File: config.mk
export PLATFORM = sky130hd
export DESIGN_NAME = pswallow_fbdiv
export DESIGN_NICKNAME = d
export VERILOG_FILES = /design/src/rtl/pswallow_fbdiv.sv
export SDC_FILE = /design/constraint.sdc
export NUM_CORES = 1
export LEC_CHECK = 0
export ABC_AREA = 1
export BUFFER_PORTS_ARGS = -buffer_cell sky130_fd_sc_hd__buf_2
export CORE_UTILIZATION = 50
export CTS_CLUSTER_SIZE = 10
export DETAILED_ROUTE_END_ITERATION = 16
export GPL_TIMING_DRIVEN = 0
export HOLD_SLACK_MARGIN = 0.02
export MAX_ROUTING_LAYER = met4
export PLACE_DENSITY_LB_ADDON = 0.3
export SLEW_MARGIN = 25
export SYNTH_ARGS = -nofsm -noshare
export SYNTH_HDL_FRONTEND = slang
export SYNTH_SLANG_ARGS = --single-unit
File: constraint.sdc
create_clock -name clk -period 2.4 [get_ports clk]
set_clock_uncertainty 0.05 [all_clocks]
set_input_delay 0.36 -clock clk [delete_from_list [all_inputs] [get_ports clk]]
set_output_delay 0.36 -clock clk [all_outputs]
set_load 0.02 [all_outputs]
File: src/rtl/pswallow_fbdiv.sv
module pswallow_fbdiv #(
  parameter int MOD_W = 11,
  parameter int SW_W  = 3
) (
  input  logic             clk,
  input  logic             rst,
  input  logic [MOD_W-1:0] mod_word,
  output logic             div_pulse,
  output logic             cfg_err
);
  localparam int MAIN_W = MOD_W - SW_W;
  localparam int PRE_N  = 1 << SW_W;
  localparam int PRE_W  = SW_W + 1;
  localparam int PAD_W  = MAIN_W - SW_W;

  logic [MAIN_W-1:0] m_raw, m_eff, m_left;
  logic [SW_W-1:0]   a_raw, a_eff, a_left, a_next;
  logic [PRE_W-1:0]  pre_cnt;
  logic              pre_wrap, reload, bad;

  // field split of the modulus word
  assign m_raw = mod_word[MOD_W-1:SW_W];
  assign a_raw = mod_word[SW_W-1:0];

  // legalise the word
  assign m_eff = (m_raw == '0) ? MAIN_W'(1) : m_raw;
  assign a_eff = ({{PAD_W{1'b0}}, a_raw} > m_eff) ? m_eff[SW_W-1:0] : a_raw;
  assign bad   = (m_raw == '0) || ({{PAD_W{1'b0}}, a_raw} > m_raw);

  assign pre_wrap  = (pre_cnt == '0);
  assign reload    = pre_wrap && (m_left == MAIN_W'(1));
  assign div_pulse = reload;
  assign a_next    = (a_left != '0) ? a_left - SW_W'(1) : '0;

  always_ff @(posedge clk) begin
    if (rst || reload) begin
      m_left  <= m_eff;
      a_left  <= a_eff;
      pre_cnt <= (a_eff != '0) ? PRE_W'(PRE_N) : PRE_W'(PRE_N - 1);
      cfg_err <= bad;
    end else if (pre_wrap) begin
      m_left  <= m_left - MAIN_W'(1);
      a_left  <= a_next;
      pre_cnt <= (a_next != '0) ? PRE_W'(PRE_N) : PRE_W'(PRE_N - 1);
    end else begin
      pre_cnt <= pre_cnt - PRE_W'(1);
    end
  end
endmodule

# --- Yosys cells after proc, flatten, opt, wreduce, memory -nomap -nowiden ---
# Cells that the tools add are included.
word_totals:
  inputBits: 13
  reg_bits: 16
classes:
  reduce_logical: 9
  n_addsub: 3
  muxes: 11
  n_lt_le_gt_ge: 2
  n_eq_ne: 1
ops:
  columns: ["operator", "count"]
  rows:
  - ["2-to-1 mux 8 bit", 3]
  - ["> comparator 3 x 8 -> 1 bit", 2]
  - ["2-to-1 mux 4 bit", 4]
  - ["2-to-1 mux 3 bit", 4]
  - ["nonzero test 3 bit", 3]
  - ["equality test 8 x 1 -> 1 bit, second input constant", 1]
  - ["logical NOT 8 bit", 1]
  - ["subtractor 8 x 1 -> 8 bit, second input constant", 1]
  - ["logical NOT 4 bit", 1]
  - ["subtractor 4 x 1 -> 4 bit, second input constant", 1]
  - ["subtractor 3 x 1 -> 3 bit, second input constant", 1]
  - ["logical OR 1 bit", 2]
  - ["nonzero test 2 bit", 1]
  - ["logical AND 1 bit", 1]

# --- Longest topological paths before layout ---
logic_depth:
  ltp_word: 7
  depth_mapped: 15
  depth_no_buf: 15

# --- Least setup slack after synthesis ---
# No wires, ideal clock.
synth_timing:
  path_type: "in2reg"
  from: "input mod_word[7]"
  to: "register a_left[0] (data pin)"
  stages: 12
  setup_slack_ns: 0.543
  arrival_ns: 1.545
  n_path_buf: 0
  setup_time_ns: 0.263
  required_ns: 2.087
  path_cell_list: "nor2_2 nand2_4 o21ai_2 ha_1 nand2_1 nor2_2 nor2_8 nand2_4 nand2_1 nand3_2 inv_2 a21oi_1"
synth_via:
  elab_chain_len: 5
synth_lines:
  columns: ["element", "line", "text"]
  rows:
  - ["start, declared", "7", "input logic [MOD_W-1:0] mod_word,"]
  - ["logical NOT 8 bit", "26", "assign m_eff = (m_raw == '0) ? MAIN_W'(1) : m_raw;"]
  - ["2-to-1 mux 8 bit *", "26", null]
  - ["> comparator 3 x 8 -> 1 bit", "27", "assign a_eff = ({{PAD_W{1'b0}}, a_raw} > m_eff) ? m_eff[SW_W-1:0] : a_raw;"]
  - ["2-to-1 mux 3 bit *", "27", null]
  - ["2-to-1 mux 3 bit *", "36", "if (rst || reload) begin"]
  - ["end signal, assigned", "43", "a_left <= a_next;"]
  - ["end, declared", "17", "logic [SW_W-1:0] a_raw, a_eff, a_left, a_next;"]
# Mark *: on every way between the ends. The rest lies on a longest branch, timed or not.
# A chain may end at the register's enable or synchronous reset.

# --- Worst setup path after layout ---
layout_timing:
  from: "register pre_cnt[0]"
  to: "output div_pulse"
layout_via:
  elab_chain_len: 2
layout_lines:
  columns: ["element", "line", "text"]
  rows:
  - ["start, declared", "18", "logic [PRE_W-1:0] pre_cnt;"]
  - ["start signal, assigned", "39", "pre_cnt <= (a_eff != '0) ? PRE_W'(PRE_N) : PRE_W'(PRE_N - 1);"]
  - ["start signal, assigned", "44", "pre_cnt <= (a_next != '0) ? PRE_W'(PRE_N) : PRE_W'(PRE_N - 1);"]
  - ["start signal, assigned", "46", "pre_cnt <= pre_cnt - PRE_W'(1);"]
  - ["logical NOT 4 bit", "30", "assign pre_wrap = (pre_cnt == '0);"]
  - ["logical AND 1 bit", "31", "assign reload = pre_wrap && (m_left == MAIN_W'(1));"]
  - ["end, declared", "8", "output logic div_pulse,"]
# Every way passes these cells.

==> results.ini <==
[run_status]
status = completed

[layout]
seq_area_um2 = 440.4
drive_above_1_share_pct = 26.37
diodes = 0
fillers = 217
layout-area-overhead-vs-synth_pct = 10.38
multi_input_area_um2 = 740.7
layout.nets = 205
finalNonFillerCells = 212

[yosys]
synth_nets = 186
yosys_warnings = 0
syn_area_mm2 = 0.001290
async_reset_ff_share_pct = 0
synth_edf_count = 12
syn_avg_cell_area_um2 = 7.866
synth_seq_cells = 16
synth_seq_area_share_pct = 34.14
synthFlopType = edfxtp_1
synthCells = 164
post-synth-top-area-cell = edfxtp_1
synth_commonest_cells = nand2_1, inv_1, nor2_1
synth_most_common_cell = nand2_1
synth_cell_types = 28
synth_area_leaders = edfxtp_1, nand2_1, ha_1
netlist.area_leader.share_pct = 27.93

[clock_network]
postCtsHoldBufs = 0
post-cts-setup-buffer-count = 0
path_clk_slew_ns = 0.11
clk_latency_ns = 0.30
root_buffer = clkbuf_4
clock-sinks = 16
h-tree-depth = 1
cts_tree = yes
cts_buffers = 3
cts_resized = 0
clock_path_buffers = 2

[route]
drcViolationCount = 0
ant_nets = 0
first_iter_violations = 17
wirelength_mm = 2.553
wl_per_cell_um = 12.04
via_count = 1084
vias_per_cell = 5.113
dr.pass1.iters = 5

[global_routing]
grtUsageMet3_pct = 4.348
grt-ovfl-total = 0
gr-usage-all-layers_pct = 22.22
antenna_found_initial = 0
grt_use_met2_pct = 37.97
top_usage_layer = met2
grt_pass1_vias = 1028
grt_max_degree = 12
grt_pass1_wl_mm = 4.298
gr-usage-met1_pct = 25.71

[setup_path]
worstPathRequired_ns = 1.99
criticalPathCategory = register to output pin
worst_setup_path_start_kind = register
crit_slowest_cell = dfxtp_1
worstRegToRegCells = 7
r2r_end = m_left[4]$_DFFE_PP_
crit_family = simple AND/OR/NAND/NOR gates
r2r_slack_ns = 0.77
end_kind = output pin
cp.arrival_ns = 1.52
cp_max_fo = 6
path_depth = 5
cpPeakStageDelay_ns = 0.32
worstPathCellList = inv_1 > ha_1 > nand3_4 > nor3_4 > buf_2
rr_startpoint = m_left[1]$_DFFE_PP_
worst-path-buf-inv = 2

[floorplanning]
die_y_um = 52.80
rows = 18
io_pins = 15
core_area_mm2 = 0.002455
die_w_um = 52.80
start_util_pct = 52.55
dieArea_mm2 = 0.002787

[sta]
maxSlewHeadroom_pct = 66.99
final-setup-viol-count = 0
hold_violations = 0
tightest_slew_ns = 0.4939
fin_tns_setup_ns = 0
fin_hold_ws_ns = 0.3324
min_period_ns = 1.934
drv_slew = 0
fmax_mhz = 517.1
worst_slack_ns = 0.4660
grt_setup_unrepaired = false
period_share_pct = 80.58

[power]
power_mw = 0.9344
p_leak_nw = 0.7064
p_per_area_mw_per_mm2 = 656.2
vdd_drop_max_v = 0.0003170

[placed_design]
hpwl_mm = 1.986
io_buffers = 14
placedCellCount = 208
gp_congestion = 0.7897
post-place-ws_ns = 0.2612

[run]
max-cap-violations = 0

[min_path]
min_path_type = input port to register
hold_path.startpoint = mod_word[6]
whs_endpoint = m_left[3]$_DFFE_PP_
holdPathStages = 3

[layout make-up]
cell class	count	share of cell area [%]
plain buffers	1	0.7909
clock buffers	4	1.845
inverters	26	6.854
multi-input cells	121	52.02
flip-flops and latches	16	30.93
well taps	30	2.636
repair buffers	14	4.921
[sequential cells by signal, indices dropped and copies added (netlist names)]
signal	count
pre_cnt	4
a_left	3
cfg_err	1
m_left	8
[tightest hold or removal path: stages]
cell	delay, ns
buf_2	0.11
nand2_1	0.05
o21ai_0	0.06
[routing by layer]
metal,up-vias,wire length [µm]
li1,561,-
met3,5,103
met4,0,43
met1,488,1195
met2,30,1210
met5,-,0
[cells by family after synthesis]
| family | after synthesis | synth area share (%) |
|---|---|---|
| AOI/OAI and AO/OA | 20 | 8.536 |
| xor gates and xnor gates | 5 | 3.395 |
| adders and majority gates | 9 | 8.730 |
| buffers and inverters | 27 | 8.438 |
| DFF | 16 | 34.14 |
| and+or+nand+nor | 87 | 36.76 |
[layout by cell type (no fill, tap or decap), types with 4 or more instances in the layout]
| cell type | count |
|---|---|
| nand2_2 | 7 |
| edfxtp_1 | 12 |
| nand3_1 | 10 |
| o21ai_0 | 10 |
| inv_2 | 4 |
| nor2_1 | 13 |
| buf_2 | 14 |
| dfxtp_1 | 4 |
| inv_1 | 22 |
| nor2_2 | 5 |
| nand2_1 | 35 |
| a21oi_1 | 4 |
| ha_1 | 9 |
[stage by stage]
| step | utilization (%) | area [µm²] |
|---|---|---|
| after floorplan | - | 1290 |
| after global placement | 56.93 | 1398 |
| after detailed placement | 56.93 | 1398 |
| after CTS | 58.00 | 1424 |
| after global routing | 58.00 | 1424 |
| final | 58.00 | 1424 |
[how the worst max path moves through the flow]
stage                     slack, ns               start                  end
after floorplan                0.54         mod_word[7]  a_left[0]$_DFFE_PP_
after global placement         0.29         mod_word[7]  a_left[0]$_DFFE_PP_
after detailed placement       0.26         mod_word[7]  a_left[0]$_DFFE_PP_
after CTS                      0.45  pre_cnt[0]$_DFF_P_            div_pulse
after global routing           0.35  pre_cnt[0]$_DFF_P_            div_pulse
final                          0.47  pre_cnt[0]$_DFF_P_            div_pulse
[report_power, final]
group	switching, mW	internal (mW)
clock network	0.0940	0.0648
logic	0.222	0.132
registers	0.0441	0.378
total	0.360	0.575
Power figures use the tool's default switching activity.
